$ cat config.mk
export PLATFORM = sky130hd
export DESIGN_NAME = frw_receiver
export DESIGN_NICKNAME = d
export VERILOG_FILES = /design/src/rtl/frw_pkg.sv /design/src/rtl/frw_bit_counter.sv /design/src/rtl/frw_chk_gen.sv /design/src/rtl/frw_capture.sv /design/src/rtl/frw_receiver.sv
export SDC_FILE = /design/constraint.sdc
export NUM_CORES = 1
export LEC_CHECK = 0
export CAP_MARGIN = 0
export CORE_MARGIN = 5
export CORE_UTILIZATION = 55
export CTS_CLUSTER_SIZE = 14
export DETAILED_ROUTE_END_ITERATION = 10
export PLACE_DENSITY = 0.77
export SYNTH_ARGS = -nofsm -noshare
export SYNTH_HDL_FRONTEND = slang
export SYNTH_HIERARCHICAL = 1
export SYNTH_SLANG_ARGS = --single-unit
$ cat constraint.sdc
create_clock -name clk -period 1.9 [get_ports clk]
set_input_delay 0.285 -clock clk [delete_from_list [all_inputs] [get_ports clk]]
set_output_delay 0.285 -clock clk [all_outputs]
set_load 0.01 [all_outputs]
$ cat src/rtl/frw_pkg.sv
package frw_pkg;

   typedef enum logic {
      ORDER_MSB_FIRST = 1'b0,
      ORDER_LSB_FIRST = 1'b1
   } bit_order_e;

   // Accepted bits per word, excluding the shared closing frame bit
   function automatic int word_len(input int data_w, input int chk_w);
      return 1 + data_w + chk_w;
   endfunction

endpackage

$ cat src/rtl/frw_bit_counter.sv
module frw_bit_counter #(
   parameter int WORD_LEN = 15,
   parameter int DATA_W   = 8,
   parameter int CNT_W    = 4
) (
   input  logic clk,
   input  logic rst_n,
   input  logic bit_en,
   input  logic align,
   output logic take,
   output logic is_lead,
   output logic is_data,
   output logic is_chk,
   output logic eval
);
   localparam logic [CNT_W-1:0] LAST_POS  = CNT_W'(WORD_LEN - 1);
   localparam logic [CNT_W-1:0] FIRST_DAT = CNT_W'(1);
   localparam logic [CNT_W-1:0] LAST_DAT  = CNT_W'(DATA_W);

   if ((1 << CNT_W) < WORD_LEN) begin : g_chk_cnt_w
      $error("frw_bit_counter: CNT_W too small for WORD_LEN");
   end

   logic [CNT_W-1:0] pos_q;
   logic             open_q;

   assign take    = bit_en && !align;
   assign is_lead = (pos_q == '0);
   assign is_data = (pos_q >= FIRST_DAT) && (pos_q <= LAST_DAT);
   assign is_chk  = (pos_q > LAST_DAT);
   assign eval    = take && is_lead && open_q;

   always_ff @(posedge clk) begin
      if (!rst_n || align) begin
         pos_q  <= '0;
         open_q <= 1'b0;
      end else if (bit_en) begin
         pos_q  <= (pos_q == LAST_POS) ? '0 : pos_q + 1'b1;
         if (pos_q == '0) open_q <= 1'b1;
      end
   end

   a_r2_pos_range: assert property (@(posedge clk) disable iff (!rst_n)
      pos_q <= LAST_POS);
   a_r2_wrap: assert property (@(posedge clk) disable iff (!rst_n)
      (take && pos_q == LAST_POS) |=> (pos_q == '0));
   a_r8_hold: assert property (@(posedge clk) disable iff (!rst_n)
      (!bit_en && !align) |=> ($stable(pos_q) && $stable(open_q)));
   a_r7_restart: assert property (@(posedge clk) disable iff (!rst_n)
      align |=> (pos_q == '0 && !open_q));

endmodule

$ cat src/rtl/frw_chk_gen.sv
module frw_chk_gen #(
   parameter int                CHK_W = 6,
   parameter logic [CHK_W-1:0]  POLY  = 6'h03,
   parameter logic [CHK_W-1:0]  SEED  = '0
) (
   input  logic             clk,
   input  logic             rst_n,
   input  logic             take,
   input  logic             bit_in,
   input  logic             is_lead,
   input  logic             is_data,
   output logic [CHK_W-1:0] chk_exp
);
   if (CHK_W < 2) begin : g_chk_w
      $error("frw_chk_gen: CHK_W must be at least 2");
   end

   logic [CHK_W-1:0] reg_q;
   logic [CHK_W-1:0] base;
   logic [CHK_W-1:0] nxt;
   logic             fb;

   // Opening frame bit restarts the code from the seed
   assign base = is_lead ? SEED : reg_q;
   assign fb   = base[CHK_W-1] ^ bit_in;

   for (genvar i = 0; i < CHK_W; i++) begin : g_lfsr
      if (i == 0) begin : g_lsb
         assign nxt[i] = fb & POLY[i];
      end else begin : g_up
         assign nxt[i] = base[i-1] ^ (fb & POLY[i]);
      end
   end

   always_ff @(posedge clk) begin
      if (!rst_n) begin
         reg_q <= SEED;
      end else if (take && (is_lead || is_data)) begin
         reg_q <= nxt;
      end
   end

   assign chk_exp = reg_q;

   a_r3_frozen: assert property (@(posedge clk) disable iff (!rst_n)
      !(take && (is_lead || is_data)) |=> $stable(reg_q));

endmodule

$ cat src/rtl/frw_capture.sv
module frw_capture #(
   parameter int                 DATA_W = 8,
   parameter int                 CHK_W  = 6,
   parameter frw_pkg::bit_order_e ORDER = frw_pkg::ORDER_MSB_FIRST
) (
   input  logic              clk,
   input  logic              rst_n,
   input  logic              take,
   input  logic              bit_in,
   input  logic              is_lead,
   input  logic              is_data,
   input  logic              is_chk,
   output logic              lead_q,
   output logic [DATA_W-1:0] data_q,
   output logic [CHK_W-1:0]  chk_rx_q
);
   if (DATA_W < 2) begin : g_data_w
      $error("frw_capture: DATA_W must be at least 2");
   end

   logic [DATA_W-1:0] data_nxt;

   if (ORDER == frw_pkg::ORDER_MSB_FIRST) begin : g_msb
      assign data_nxt = {data_q[DATA_W-2:0], bit_in};
   end else begin : g_lsb
      assign data_nxt = {bit_in, data_q[DATA_W-1:1]};
   end

   always_ff @(posedge clk) begin
      if (!rst_n) begin
         lead_q   <= 1'b0;
         data_q   <= '0;
         chk_rx_q <= '0;
      end else if (take) begin
         if (is_lead) lead_q   <= bit_in;
         if (is_data) data_q   <= data_nxt;
         if (is_chk)  chk_rx_q <= {chk_rx_q[CHK_W-2:0], bit_in};
      end
   end

   a_r2_lead_hold: assert property (@(posedge clk) disable iff (!rst_n)
      !(take && is_lead) |=> $stable(lead_q));

endmodule

$ cat src/rtl/frw_receiver.sv
module frw_receiver #(
   parameter int                  DATA_W = 8,
   parameter int                  CHK_W  = 6,
   parameter logic [CHK_W-1:0]    POLY   = 6'h03,
   parameter logic [CHK_W-1:0]    SEED   = '0,
   parameter frw_pkg::bit_order_e ORDER  = frw_pkg::ORDER_MSB_FIRST
) (
   input  logic              clk,
   input  logic              rst_n,
   input  logic              bit_en,
   input  logic              bit_in,
   input  logic              align,
   output logic [DATA_W-1:0] word_data,
   output logic              word_valid,
   output logic              word_stb
);
   localparam int WORD_LEN = frw_pkg::word_len(DATA_W, CHK_W);
   localparam int CNT_W    = $clog2(WORD_LEN);

   logic              take, is_lead, is_data, is_chk, eval;
   logic              lead_q;
   logic [DATA_W-1:0] data_q;
   logic [CHK_W-1:0]  chk_rx_q, chk_exp;
   logic              word_ok;

   frw_bit_counter #(.WORD_LEN(WORD_LEN), .DATA_W(DATA_W), .CNT_W(CNT_W)) u_cnt (
      .clk(clk), .rst_n(rst_n), .bit_en(bit_en), .align(align),
      .take(take), .is_lead(is_lead), .is_data(is_data), .is_chk(is_chk),
      .eval(eval)
   );

   frw_chk_gen #(.CHK_W(CHK_W), .POLY(POLY), .SEED(SEED)) u_gen (
      .clk(clk), .rst_n(rst_n), .take(take), .bit_in(bit_in),
      .is_lead(is_lead), .is_data(is_data), .chk_exp(chk_exp)
   );

   frw_capture #(.DATA_W(DATA_W), .CHK_W(CHK_W), .ORDER(ORDER)) u_cap (
      .clk(clk), .rst_n(rst_n), .take(take), .bit_in(bit_in),
      .is_lead(is_lead), .is_data(is_data), .is_chk(is_chk),
      .lead_q(lead_q), .data_q(data_q), .chk_rx_q(chk_rx_q)
   );

   // bit_in at eval is the closing frame bit of the finished word
   assign word_ok = (chk_rx_q == chk_exp) && (bit_in != lead_q);

   always_ff @(posedge clk) begin
      if (!rst_n) begin
         word_data  <= '0;
         word_valid <= 1'b0;
         word_stb   <= 1'b0;
      end else begin
         word_stb <= eval;
         if (eval) begin
            word_data  <= data_q;
            word_valid <= word_ok;
         end
      end
   end

   a_r5_pulse: assert property (@(posedge clk) disable iff (!rst_n)
      word_stb |=> !word_stb);
   a_r5_cause: assert property (@(posedge clk) disable iff (!rst_n)
      word_stb |-> ($past(bit_en) && !$past(align)));
   a_r6_hold: assert property (@(posedge clk) disable iff (!rst_n)
      !word_stb |-> ($stable(word_data) && $stable(word_valid)));
   a_r4_frame: assert property (@(posedge clk) disable iff (!rst_n)
      (word_stb && word_valid) |-> ($past(bit_in) != $past(lead_q)));
   a_r10_data: assert property (@(posedge clk) disable iff (!rst_n)
      word_stb |-> (word_data == $past(data_q)));

endmodule

==> results by group <==
Detailed routing
  • Iter 0 DRT Violations: 52
  • DRC violations left: 0
  • Vias per std cell: 5.37
  • Routed WL: between 2000 and 3000 um
  • Post-DRT Antenna Nets: 0
  • Wire length per cell: between 10 and 15 um
  • Detailed-route via count: between 1000 and 1500
  • Pre-antenna DRT Iters: 4

Place
  • GP Congestion: ~0.75
  • Port bufs: 14
  • Dpl ws: roughly 0.01 ns
  • Post-DP HPWL: 2160 um

Pwr
  • Tot Pwr: 1.39 mW
  • P_leak: 0.625 nW
  • Clock share of power: 38.7%
  • Flop pwr share: 55.3%
  • PwrDens: approximately 760 mW/mm2
  • Comb power frac: under 10%
  • Switching Fraction: about 23%
  • Cell-internal power: 1.07 mW
  • Psw: between 0.3 and 0.4 mW
  • Worst vdd ir: ~0.76 mV

Timing
  • Clock skew: 0.0154 ns
  • Fin Setup TNS: 0 ns
  • Peak Freq: ~570 MHz
  • Fin. max-slew vios: 0
  • Worst slew pin tran: 0.450 ns
  • Max_slew headroom: about 70%
  • Setup ws final: 0.144 ns
  • Final cycle utilization of the critical path: between 90% and 100%
  • Final hold vios: 0
  • Unrepaired setup endpoints after global routing: no
  • Tmin final: ~1.8 ns
  • # setup viols final: 0
  • Hold WS: ~0.5 ns

Layout
  • FF/Latch Area: 721 um2
  • Area Overhead vs Synth: 15.9%
  • # diodes: 0
  • FILL cells: 218
  • Layout cell share with drive strength beyond 1: 13.6%
  • Final net count: between 150 and 200
  • Multi-input logic area: 779 um2

Setup path
  • CP max FO: 7
  • Startpoint types: flop
  • Worst Path Required: between 2 and 2.5 ns
  • Arrival time worst endpoint: ~2 ns
  • Critical path capture point type: flop
  • Critical path class: reg -> reg

Yosys
  • Cell accounting for the most synthesized area: dfxtp_1
  • Register bit total from synthesis: 36
  • Post-synthesis cell type count: 32
  • Syn nets: between 150 and 200
  • Synthesized area: between 0.0015 and 0.002 mm2
  • Top cell type's share of synthesized area: 45.9%
  • Seq/Total Area, Yosys: 45.9%
  • Synth warnings: 6
  • Synth area leaders: dfxtp_1 46%, mux2i_1 15%, nand2_1 5.0%, nor2b_1 4.0%, a21oi_1 3.5%
  • Cells after Synth: between 150 and 200
  • Syn avg cell area: 10.1 um2

Status
  • Outcome: complete, no violations

Floorplanning
  • Starting Density: a little under three fifths
  • Core box area: between 0.002 and 0.003 mm2
  • Full die area: approximately 0.0040 mm2
  • DIE WIDTH: around 63 um
  • Site row count: 19
  • Chip Height: 63.4 um
  • Ports: 15

GRT
  • GRT Total Usage: between 10% and 20%
  • Vias in the first global route: around 1200
  • Initial antenna violation count: 0
  • Grt total ovfl: 0
  • Largest net degree at the start of global routing: 18
  • First-pass GRT wire length: 5120 um

Clocking
  • Max clock buf depth: 2
  • Clock root buffer: clkbuf_4
  • Clock Latency Late Sink: 0.35 ns
  • Post-cts repair resize count: 0
  • CTS Buf Count: 5
  • Clock sink count: 36
  • CTS clk-pin slew, worst paths: roughly 0.12 ns
  • CTS tree: built
  • Post-CTS Hold Fix Bufs: 0
  • Total setup buffers inserted after CTS: 0
  • CTS H-tree lvls: 2

Flow run
  • Max Cap Violations: 0

Worst hold path
  • Hold Path Class: reg -> reg
==> final timing paths <==
| check | startpoint | to | slack [ns] | depth (start not counted) |
|---|---|---|---|---|
| max | u_cnt/pos_q[2]$_SDFFE_PP0P_ | u_gen/chk_exp[1]$_SDFFE_PN0P_ | 0.14 | 6 |
| min | u_cnt/open_q$_SDFFE_PP0P_ | u_cnt/open_q$_SDFFE_PP0P_ | 0.49 | 2 |
| max reg2reg | u_cnt/pos_q[2]$_SDFFE_PP0P_ | u_gen/chk_exp[1]$_SDFFE_PN0P_ | 0.14 | 6 |
| min reg2reg | u_cnt/open_q$_SDFFE_PP0P_ | u_cnt/open_q$_SDFFE_PP0P_ | 0.49 | 2 |
==> per-stage QoR <==
stage,util (%),cells,instance area [um2]
5_1_grt,66.0,208,1820
4_1_cts,66.0,208,1820
3_5_place_dp,63.1,200,1740
6_report,66.0,208,1820
2_1_floorplan,-,155,1570
3_3_place_gp,63.1,200,1740
==> synth_stat cells <==
library cell	instances
mux2i_1	24
buf_2	2
nand4_1	2
inv_1	2
nor2_2	1
nand2_1	21
and3_1	1
and4bb_1	1
a21oi_1	11
nand2b_1	2
buf_4	1
nor2_1	7
nor4_4	1
and2_4	3
nor3b_1	4
nor2b_1	10
dfxtp_1	36
buf_6	4
a221oi_2	1
and2b_2	1
nand3b_1	2
nand3_1	2
xnor2_1	5
xor2_2	1
a311o_1	1
nand4b_1	1
o211ai_1	2
o31a_1	1
and2_1	1
xnor2_2	1
o21ai_1	2
o21ai_0	1
==> per-layer routing <==
| layer | up-vias | wire length (um) | GRT usage, % |
|---|---|---|---|
| met3 | 6 | 146 | 6.57 |
| met2 | 21 | 1450 | 27.3 |
| met5 | - | 0 | 0 |
| met1 | 522 | 1290 | 18.0 |
| met4 | 0 | 40 | 5.71 |
| li1 | 568 | - | - |
==> logic make-up after synthesis <==
logic type | after synthesis | share of synthesized area, %
xor+xnor | 7 | 4.86
mux | 24 | 15.3
buf+inv | 9 | 4.46
flops | 36 | 45.9
simple gates | 60 | 21.9
compound gates | 19 | 7.57
==> cell type report <==
type / instances / area share (%)
Timing Repair Buffer: 21 / 10.6
Clock inverter: 3 / 2.34
Tap cell: 31 / 2.13
Sequential cell: 36 / 39.6
Inverter: 2 / 0.413
Multi-Input combinational cell: 110 / 42.8
Clock buffer: 5 / 2.06
==> sequential cells by signal, summed over array words and instances, names as in the netlist <==
register,cells
u_cap/data_q,8
u_cap/lead_q,1
word_stb,1
word_valid,1
word_data,8
u_cnt/pos_q,4
u_cap/chk_rx_q,6
u_gen/chk_exp,6
u_cnt/open_q,1
==> cell usage in the layout (no fill, tap or decap), types with 2 or more instances in the layout <==
cell type and n:
dfxtp_1 36, nand3b_1 2, xnor2_1 5, nor2b_1 10, inv_1 2, nand3_1 2, nor2_1 7, mux2i_1 24
o211ai_1 2, o21ai_1 2, a21oi_1 11, nand2b_1 2, nor3b_1 4, nand2_1 21, clkbuf_4 5, and2_4 3
nand4_1 2, clkdlybuf4s50_1 14, buf_4 7
==> power groups by stage <==
stage	combinational, mW	clock [mW]	sequential (mW)
finish	0.0834	0.538	0.769
global route	0.0915	0.580	0.771
CTS	0.0829	0.550	0.769
detailed placement	0.0823	0	0.786
global placement	0.0798	0	0.786
floorplan	0.0578	0	0.783
==> worst max-delay path, cell delays in order (launching register included) <==
cell	delay [ns]
dfxtp_1	0.42
o31a_1	0.35
nor2_1	0.19
nor2b_1	0.17
o211ai_1	0.11
and2_1	0.20
a221oi_2	0.23
Note: power is estimated with default switching activity, not from simulation.
